### src/rtl/spi_csrdy_pkg.sv
package spi_csrdy_pkg;

    typedef enum logic [2:0] {
        PH_IDLE    = 3'd0,
        PH_SETUP   = 3'd1,
        PH_WAITRDY = 3'd2,
        PH_SHIFT   = 3'd3,
        PH_WAITREL = 3'd4,
        PH_HOLD    = 3'd5
    } phase_e;

    // Encoding equals the field index inside the packed delay word.
    typedef enum logic [1:0] {
        SEL_START = 2'd0,
        SEL_END   = 2'd1,
        SEL_HOLD  = 2'd2,
        SEL_SETUP = 2'd3
    } dsel_e;

    typedef struct packed {
        phase_e ph;
        logic   cs;
        logic   go;
        logic   fin;
        logic   tmo;
        logic   des;
    } seq_t;

endpackage

### src/rtl/spi_csrdy_dlysel.sv
module spi_csrdy_dlysel
    import spi_csrdy_pkg::*;
#(
    parameter int DLY_W = 8
) (
    input  logic [4*DLY_W-1:0] dly_cfg,
    input  logic               timer_off,
    input  dsel_e              sel,
    output logic [DLY_W-1:0]   val
);
    localparam int NFLD = 4;

    logic [DLY_W-1:0] fld [NFLD];

    generate
        for (genvar g = 0; g < NFLD; g++) begin : g_fld
            assign fld[g] = dly_cfg[g*DLY_W +: DLY_W];
        end
    endgenerate

    always_comb begin
        val = fld[int'(sel)];
        // The disable bit removes the setup and hold delays, not the timeouts.
        if (timer_off && (sel == SEL_SETUP || sel == SEL_HOLD)) begin
            val = '0;
        end
    end

endmodule

### src/rtl/spi_csrdy_cnt.sv
module spi_csrdy_cnt #(
    parameter int DLY_W = 8
) (
    input  logic             clk,
    input  logic             rst_n,
    input  logic             load,
    input  logic             dec,
    input  logic [DLY_W-1:0] load_val,
    output logic [DLY_W-1:0] cnt,
    output logic             zero
);
    logic [DLY_W-1:0] cnt_d, cnt_q;

    always_comb begin
        cnt_d = cnt_q;
        if (load) begin
            cnt_d = load_val;
        end else if (dec) begin
            cnt_d = cnt_q - 1'b1;
        end
    end

    always_ff @(posedge clk or negedge rst_n) begin
        if (!rst_n) cnt_q <= '0;
        else        cnt_q <= cnt_d;
    end

    assign cnt  = cnt_q;
    assign zero = (cnt_q == '0);

    // the sequencer only counts down from a non-zero value.
    a_r2_no_wrap: assert property (@(posedge clk) disable iff (!rst_n)
        (dec && !load) |-> (cnt_q != '0));

endmodule

### src/rtl/spi_csrdy_timer.sv
module spi_csrdy_timer
    import spi_csrdy_pkg::*;
#(
    parameter int DLY_W = 8,
    localparam int CFG_W = 4 * DLY_W
) (
    input  logic             clk,
    input  logic             rst_n,
    input  logic [CFG_W-1:0] dly_cfg,
    input  logic             timer_off,
    input  logic             wait_en,
    input  logic             cs_used,
    input  logic             cs_keep,
    input  logic             word_req,
    input  logic             word_done,
    input  logic             rdy_n,
    output logic             cs_n,
    output logic             shift_go,
    output logic             word_fin,
    output logic             err_tmo,
    output logic             err_desync
);
    seq_t             seq_d, seq_q;
    logic             cnt_load, cnt_dec, cnt_zero;
    dsel_e            cnt_sel;
    logic [DLY_W-1:0] cnt_val, cnt_cur;

    spi_csrdy_dlysel #(.DLY_W(DLY_W)) u_sel (
        .dly_cfg   (dly_cfg),
        .timer_off (timer_off),
        .sel       (cnt_sel),
        .val       (cnt_val)
    );

    spi_csrdy_cnt #(.DLY_W(DLY_W)) u_cnt (
        .clk      (clk),
        .rst_n    (rst_n),
        .load     (cnt_load),
        .dec      (cnt_dec),
        .load_val (cnt_val),
        .cnt      (cnt_cur),
        .zero     (cnt_zero)
    );

    always_comb begin
        seq_d     = seq_q;
        seq_d.go  = 1'b0;
        seq_d.fin = 1'b0;
        seq_d.tmo = 1'b0;
        seq_d.des = 1'b0;
        cnt_load  = 1'b0;
        cnt_dec   = 1'b0;
        cnt_sel   = SEL_SETUP;
        unique case (seq_q.ph)
            PH_IDLE: begin
                if (word_req) begin
                    seq_d.ph = PH_SETUP;
                    seq_d.cs = cs_used;
                    cnt_load = 1'b1;
                    cnt_sel  = SEL_SETUP;
                end else if (seq_q.cs && !cs_keep) begin
                    seq_d.cs = 1'b0;
                end
            end
            PH_SETUP: begin
                if (!cnt_zero) begin
                    cnt_dec = 1'b1;
                end else if (wait_en) begin
                    seq_d.ph = PH_WAITRDY;
                    cnt_load = 1'b1;
                    cnt_sel  = SEL_START;
                end else begin
                    seq_d.ph = PH_SHIFT;
                    seq_d.go = 1'b1;
                end
            end
            PH_WAITRDY: begin
                if (!rdy_n) begin
                    seq_d.ph = PH_SHIFT;
                    seq_d.go = 1'b1;
                end else if (cnt_zero) begin
                    seq_d.ph  = PH_IDLE;
                    seq_d.cs  = 1'b0;
                    seq_d.tmo = 1'b1;
                end else begin
                    cnt_dec = 1'b1;
                end
            end
            PH_SHIFT: begin
                if (word_done) begin
                    cnt_load = 1'b1;
                    if (wait_en) begin
                        seq_d.ph = PH_WAITREL;
                        cnt_sel  = SEL_END;
                    end else begin
                        seq_d.ph = PH_HOLD;
                        cnt_sel  = SEL_HOLD;
                    end
                end
            end
            PH_WAITREL: begin
                if (rdy_n || cnt_zero) begin
                    seq_d.ph  = PH_HOLD;
                    seq_d.des = !rdy_n;
                    cnt_load  = 1'b1;
                    cnt_sel   = SEL_HOLD;
                end else begin
                    cnt_dec = 1'b1;
                end
            end
            PH_HOLD: begin
                if (cnt_zero) begin
                    seq_d.ph  = PH_IDLE;
                    seq_d.fin = 1'b1;
                    seq_d.cs  = seq_q.cs && cs_keep;
                end else begin
                    cnt_dec = 1'b1;
                end
            end
            default: begin
                seq_d.ph = PH_IDLE;
                seq_d.cs = 1'b0;
            end
        endcase
    end

    always_ff @(posedge clk or negedge rst_n) begin
        if (!rst_n) begin
            seq_q <= '{ph: PH_IDLE, cs: 1'b0, go: 1'b0, fin: 1'b0,
                       tmo: 1'b0, des: 1'b0};
        end else begin
            seq_q <= seq_d;
        end
    end

    assign cs_n       = !seq_q.cs;
    assign shift_go   = seq_q.go;
    assign word_fin   = seq_q.fin;
    assign err_tmo    = seq_q.tmo;
    assign err_desync = seq_q.des;

    a_r13_exclusive: assert property (@(posedge clk) disable iff (!rst_n)
        $onehot0({shift_go, word_fin, err_tmo, err_desync}));

    a_r13_go_single: assert property (@(posedge clk) disable iff (!rst_n)
        shift_go |=> !shift_go);

    a_r5_go_needs_ready: assert property (@(posedge clk) disable iff (!rst_n)
        (shift_go && $past(wait_en) && $past(seq_q.ph == PH_WAITRDY)) |-> $past(!rdy_n));

    a_r6_tmo_releases: assert property (@(posedge clk) disable iff (!rst_n)
        err_tmo |-> (cs_n && $past(seq_q.ph == PH_WAITRDY)));

    a_r8_desync_origin: assert property (@(posedge clk) disable iff (!rst_n)
        err_desync |-> ($past(seq_q.ph == PH_WAITREL) && seq_q.ph == PH_HOLD));

    a_r3_fin_origin: assert property (@(posedge clk) disable iff (!rst_n)
        word_fin |-> $past(seq_q.ph == PH_HOLD));

    a_r12_done_ignored: assert property (@(posedge clk) disable iff (!rst_n)
        (seq_q.ph == PH_IDLE && word_done && !word_req) |=> seq_q.ph == PH_IDLE);

    a_r2_setup_first: assert property (@(posedge clk) disable iff (!rst_n)
        (seq_q.ph == PH_SHIFT && $past(seq_q.ph) != PH_SHIFT) |-> shift_go);

endmodule

### config.mk
export PLATFORM = sky130hd
export DESIGN_NAME = spi_csrdy_timer
export DESIGN_NICKNAME = d
export VERILOG_FILES = /design/src/rtl/spi_csrdy_pkg.sv /design/src/rtl/spi_csrdy_dlysel.sv /design/src/rtl/spi_csrdy_cnt.sv /design/src/rtl/spi_csrdy_timer.sv
export SDC_FILE = /design/constraint.sdc
export NUM_CORES = 1
export LEC_CHECK = 0
export BUFFER_PORTS_ARGS = -buffer_cell sky130_fd_sc_hd__buf_2
export CAP_MARGIN = 20
export CORE_AREA = 8 8 66 68
export DETAILED_ROUTE_END_ITERATION = 12
export DIE_AREA = 0 0 74 76
export GPL_TIMING_DRIVEN = 0
export HOLD_SLACK_MARGIN = 0.1
export PLACE_DENSITY_LB_ADDON = 0.25
export SYNTH_ARGS = -nofsm -noshare
export SYNTH_HDL_FRONTEND = slang
export SYNTH_HIERARCHICAL = 1
export SYNTH_SLANG_ARGS = --single-unit
### constraint.sdc
create_clock -name clk -period 5.78 [get_ports clk]
set_input_delay 1.156 -clock clk [delete_from_list [all_inputs] [get_ports clk]]
set_output_delay 1.156 -clock clk [all_outputs]
set_load 0.01 [all_outputs]
# --- Word level (Yosys, flattened, before mapping) ---
# Cells that the tools add are included.
word_totals:
  out_inout_bits: 5
  wordCells: 88
  in_bits: 41
  ff_bits: 16
classes:
  addsub: 1
  n_eq_ne: 16
  magnitude_cmp: 1
  bitwise: 2
  muxes: 46
  reduce_logical: 15
op_table:
  columns: ["operator", "n"]
  rows:
  - ["$mux 8", 5]
  - ["$ge 32x3->1 const B", 1]
  - ["$not 2->32", 1]
  - ["$mux 1", 23]
  - ["$pmux 3 s6", 1]
  - ["$bmux 8 s2", 1]
  - ["$mux 3", 5]
  - ["$ne 2x2->1 const B", 7]
  - ["$logic_not 8->1", 1]
  - ["$mux 2", 4]
  - ["$mux 4", 2]
  - ["$pmux 1 s4", 2]
  - ["$sub 8x1->8 const B", 1]
  - ["$eq 3x2->1 const B", 2]
  - ["$eq 3x3->1 const B", 2]
  - ["$ne 3x3->1 const B", 2]
  - ["$pmux 2 s3", 1]
  - ["$reduce_and 6->1", 1]
  - ["$reduce_and 5->1", 1]
  - ["$eq 2x2->1 const B", 2]
  - ["$eq 3x1->1 const B", 1]
  - ["$logic_and 1x1->1", 3]
  - ["$logic_not 1->1", 3]
  - ["$logic_not 3->1", 1]
  - ["7 further kinds", 8]

# --- Longest topological paths before layout ---
depth:
  ltp_word: 10
  ltp_mapped: 11
  ltp_nobuf: 10

# --- Modules after synthesis ---
# Netlist, hierarchy kept.
modules_own_cells:
  columns: ["module", "cells_per_inst", "seq_area_each_um2", "n_inst", "area_each_um2"]
  rows:
  - ["spi_csrdy_timer", 59, 200.2, 1, 541.8]
  - ["spi_csrdy_cnt", 50, 200.2, 1, 474.2]
  - ["spi_csrdy_dlysel", 30, 0.0, 1, 280.3]

# --- Worst setup path after synthesis ---
# No wires, ideal clock.
synth_path:
  path_type: "reg2reg"
  from: "reg u_cnt.cnt_q[3] (netlist: u_cnt/cnt[3])"
  to: "reg u_cnt.cnt_q[5] (netlist: u_cnt/cnt[5])"
  setup_time_ps: 124
  period_less_slack_ps: 2908
  required_ps: 5656
  stages_incl_launch_ff: 11
  setup_slack_ps: 2872
  arrival_ps: 2784
  path_buffers: 1
  cell_sequence: "dfrtp_1 or4_1 nor4b_1 and2b_1 mux2i_1 o32a_1 buf_6 mux2i_1 o22ai_1 nand2b_1 o31a_1"
synth_between:
  elab_chain_cells: 10
  word_cells_on_any_way: 25
  classes_between: "1 x add/sub; 2 x eq/ne; 16 x mux; 1 x bitwise; 5 x reduce/logical"
synth_rtl:
  columns: ["element", "line", "rtl"]
  rows:
  - ["start: declaration", "spi_csrdy_cnt.sv:12", "logic [DLY_W-1:0] cnt_d, cnt_q;"]
  - ["start signal: assignment", "spi_csrdy_cnt.sv:25", "else cnt_q <= cnt_d;"]
  - ["$logic_not 8->1 *", "spi_csrdy_cnt.sv:29", "assign zero = (cnt_q == '0);"]
  - ["via cnt_zero", "spi_csrdy_timer.sv:24", "logic cnt_load, cnt_dec, cnt_zero;"]
  - ["$logic_or 1x1->1", "spi_csrdy_timer.sv:102", "if (rdy_n || cnt_zero) begin"]
  - ["$mux 1", "spi_csrdy_timer.sv:102", null]
  - ["$pmux 2 s3 *", "spi_csrdy_timer.sv:54", "unique case (seq_q.ph)"]
  - ["via cnt_sel[0]", "spi_csrdy_timer.sv:25", "dsel_e cnt_sel;"]
  - ["$not 2->32 (not written as such)", "spi_csrdy_dlysel.sv:22", "val = fld[int'(sel)];"]
  - ["$bmux 8 s2", "spi_csrdy_dlysel.sv:22", null]
  - ["$mux 8 (not written as such) (2 in a row)", "spi_csrdy_dlysel.sv:22", null]
  - ["$mux 8 *", "spi_csrdy_dlysel.sv:24", "if (timer_off && (sel == SEL_SETUP || sel == SEL_HOLD)) begin"]
  - ["via cnt_val[5]", "spi_csrdy_timer.sv:26", "logic [DLY_W-1:0] cnt_val, cnt_cur;"]
  - ["$mux 8 *", "spi_csrdy_cnt.sv:16", "if (load) begin"]
# Mark *: on every way through the listed nets, which the timed path passes. The rest lies on a longest branch. The select of a mux whose other input is x is not followed.
# A chain may end at the register's enable or synchronous reset.

# --- Worst setup path in the final report ---
# Same ends and word-level chain as after synthesis.

==> impl_results.md <==
- Worst IR Drop VDD: a little over 0.2 mV
- Die height: between 70 and 80 µm
- Cells after synthesis: around 140
- Antenna-violating nets left: 0
- Root buf cell: sky130_fd_sc_hd__clkbuf_4
- Required time of the worst setup path: between 5000 and 6000 ps
- Final count of negative-setup-slack endpoints: 0
- Total negative slack: 0 ps
- Final cell count without fillers: about 240
- Initial core utilization: between 30% and 40%
- Final Hold Vio Count: 0
- Filler instances: roughly 340
- Signed area change from the synthesized netlist to the final layout: 25.2%
- Number of post-CTS setup repair buffers: 0
- Post_cts resized: 0
- Delay of the slowest critical-path stage: between 500 and 600 ps
- Final-report max-slew violation count: 0
- Initial antenna violation count: 0
- Most frequent cells in the layout: sky130_fd_sc_hd__buf_2 (45), sky130_fd_sc_hd__mux2i_1 (17), sky130_fd_sc_hd__dfrtp_1 (16)
- Post-synthesis sequential area ratio: 30.9%
- Number of distinct standard cells referenced by the synthesized netlist: between 40 and 50
- First-pass GRT wire length: about 5.6 mm
- Remaining routing DRC violations: 0
- Warnings, synthesis: 6
- Overall via count from detail_route: 1238
- M1 wire length: roughly 1.4 mm
- Cell area reported after detailed placement: 1580 µm²
- Detailed-routed wire length on met2: approximately 1.7 mm
- Commonest non-fill, non-tap cell in the layout: sky130_fd_sc_hd__buf_2
- Power per cell area: 390 nW/µm²
- Crit path top cell by count: sky130_fd_sc_hd__mux2i_1
- Layout Utilization: 47.2%
- Critical path type: flip-flop to flip-flop
- Number of rows in the core area: 22
- Count of buffer and inverter cells on the critical path: 2
- Critical path arrival: 3150 ps
- Min setup slack post-route: approximately 2800 ps
- Nets in the synthesized netlist: between 150 and 200
- WL met3: between 150 and 200 µm
- Largest net degree at the start of global routing: 17
- Mean instance size in the synthesized netlist: slightly above 9 µm²
- Most instantiated flip-flop cell in the synthesis netlist: sky130_fd_sc_hd__dfrtp_1
- Cell with the largest stage delay on the worst path: sky130_fd_sc_hd__or4_1
- Num CTS Buffers: 3
- H-tree depth reported by CTS: 1
- Combined area of the multi-input logic cells: slightly below 800 µm²
- Overall Power: between 600 and 700 µW
- Relative slew slack: 58.9%
- CTS Sinks: 16
- Average wire per cell in the routed design: 13.9 µm
- RSZ-0062 raised after global routing: false
- Count of inserted antenna diode cells: 0
- #FFs+latches synth: 16
- Number of synthesized flops with an enable pin: 0
- Floorplan Core Area: approximately 3400 µm²
- Die ar.: 5620 µm²
- Share of the clock period used by the worst path: 51.4%
- Post-layout net count: between 200 and 250
- Die X: 74 µm
- Async set-or-reset flop fraction in the synthesized netlist: 100%
- Final design instance area without fill: 1620 µm²
- Critical path startpoint category: flip-flop
- Fin crit period: 2970 ps
- Status: finished clean
- Max cap viols: 0
- Number of top-level design ports: 46
- Vias per cell: 5.22
- Number of optimization iterations in the first detailed-route pass: 4
- Routability congestion estimate: a little under 0.8
- Share of cells above drive strength 1: between 30 and 40%
- Clock transition at path regs: ~90 ps
- Cts-stage hold buffer count: 0
- Reg area: ~400 µm²
- All-layer global routing usage: 12.1%
- Worst Tran Pin Value: slightly above 600 ps
- Clock tree buffer depth: 2
- Quantity of I/O buffers inserted on ports: 45
- Violation count after the first detailed-route iteration: 65
- Clk_lat worst skew: 290 ps
- Clock skew: just over 9 ps
- Worst setup slack after placement: between 2000 and 2500 ps
- Crit. End Element: flip-flop
- Remaining global-route overflow: 0
- Number of global-route vias before repair: ~1300
- Classification of the worst-slack hold path: flip-flop to flip-flop
- HPWL reported at the end of detailed placement: between 2 and 3 mm
- Synthesized cell area: about 1300 µm²
- Worst slack on hold paths: 586 ps
- Leak: around 0.85 nW
- CP Cell Sequence: or4_1, nor4b_1, clkbuf_2, and2b_1, mux2i_1, o32a_1, buf_6, mux2i_1, o22ai_1, nand2b_1, o31a_1
- Maximum net fanout on the critical path: 8
- Cell family with most CP delay: simple AND/OR/NAND/NOR gates
- Drt total wl: 3.30 mm
- TritonCTS clock tree: yes
- Top layer reached by signal wires: met4
- Placed cell count: between 200 and 250
- Max frequency: 336 MHz
[power breakdown]
group	switching (mW)	internal, mW
sequential	0.0363	0.155
combinational	0.191	0.173
clock	0.0384	0.0384
[path summary, 6_finish.rpt]
kind                              startpoint           end  depth (start not counted)  slack [ps]
max in group asynchronous              rst_n  u_cnt/cnt[7]                          1        4730
min in group asynchronous              rst_n      word_fin                          1         760
worst min register to register  u_cnt/cnt[6]  u_cnt/cnt[6]                          2         590
worst min-delay path            u_cnt/cnt[6]  u_cnt/cnt[6]                          2         590
worst max register to register  u_cnt/cnt[3]  u_cnt/cnt[5]                         11        2810
worst max-delay path            u_cnt/cnt[3]  u_cnt/cnt[5]                         11        2810
[sequential cells by signal, indices dropped and copies added (netlist names)]
signal / flops
word_fin: 1
seq_q: 4
u_cnt/cnt: 8
err_desync: 1
err_tmo: 1
shift_go: 1
[Yosys cell counts, types with 2 or more instances]
cell type / instances / area share (%)
sky130_fd_sc_hd__nand2_1: 13 / 3.8
sky130_fd_sc_hd__dfrtp_1: 16 / 31
sky130_fd_sc_hd__nor2b_1: 5 / 2.4
sky130_fd_sc_hd__buf_4: 5 / 2.9
sky130_fd_sc_hd__or4_1: 3 / 1.7
sky130_fd_sc_hd__xnor2_1: 2 / 1.4
sky130_fd_sc_hd__mux2i_1: 17 / 13
sky130_fd_sc_hd__inv_1: 5 / 1.4
sky130_fd_sc_hd__a31oi_1: 2 / 0.97
sky130_fd_sc_hd__a21oi_1: 6 / 2.3
sky130_fd_sc_hd__o22ai_1: 8 / 3.9
sky130_fd_sc_hd__nor2_1: 5 / 1.4
sky130_fd_sc_hd__nand2b_1: 3 / 1.4
sky130_fd_sc_hd__xor2_1: 2 / 1.4
sky130_fd_sc_hd__buf_6: 2 / 1.7
sky130_fd_sc_hd__o31a_1: 2 / 1.4
sky130_fd_sc_hd__ha_1: 2 / 1.9
sky130_fd_sc_hd__nand3_1: 3 / 1.2
sky130_fd_sc_hd__nor3b_1: 2 / 1.2
sky130_fd_sc_hd__o22a_1: 2 / 1.4
sky130_fd_sc_hd__o21ai_0: 10 / 3.9
[worst register-to-register path: stages, from the launching register on]
cell and delay, ps:
sky130_fd_sc_hd__dfrtp_1 440, sky130_fd_sc_hd__or4_1 590, sky130_fd_sc_hd__nor4b_1 360, sky130_fd_sc_hd__clkbuf_2 250, sky130_fd_sc_hd__and2b_1 250, sky130_fd_sc_hd__mux2i_1 100, sky130_fd_sc_hd__o32a_1 190, sky130_fd_sc_hd__buf_6 150
sky130_fd_sc_hd__mux2i_1 150, sky130_fd_sc_hd__o22ai_1 110, sky130_fd_sc_hd__nand2b_1 150, sky130_fd_sc_hd__o31a_1 130
[cell type report]
| class | count | area share, % |
|---|---|---|
| Clock buffer | 4 | 2.24 |
| Sequential cell | 16 | 24.7 |
| Inverter | 6 | 1.39 |
| Tap cell | 48 | 3.70 |
| Multi-Input combinational cell | 109 | 48.9 |
| Timing Repair Buffer | 46 | 14.2 |
| Buffer | 8 | 4.93 |
[per-layer routing]
layer | up-vias | global-route usage (%)
met3 | 4 | 3.68
met4 | 0 | 3.20
met1 | 590 | 13.2
met5 | - | 0
li1 | 614 | -
met2 | 30 | 21.6
[cells by family (layout without fill, tap and decap cells)]
logic type                 after synthesis  count (layout)  share of synthesized area (%)
AOI/OAI and AO/OA                       41              41                           22.5
xor gates and xnor gates                 4               4                           2.70
adders and majority gates                2               2                           1.93
buffers and inverters                   14              64                           7.92
DFF                                     16              16                           30.9
muxes                                   17              17                           13.1
and+or+nand+nor                         45              45                           20.9
Power figures use the tool's default switching activity.
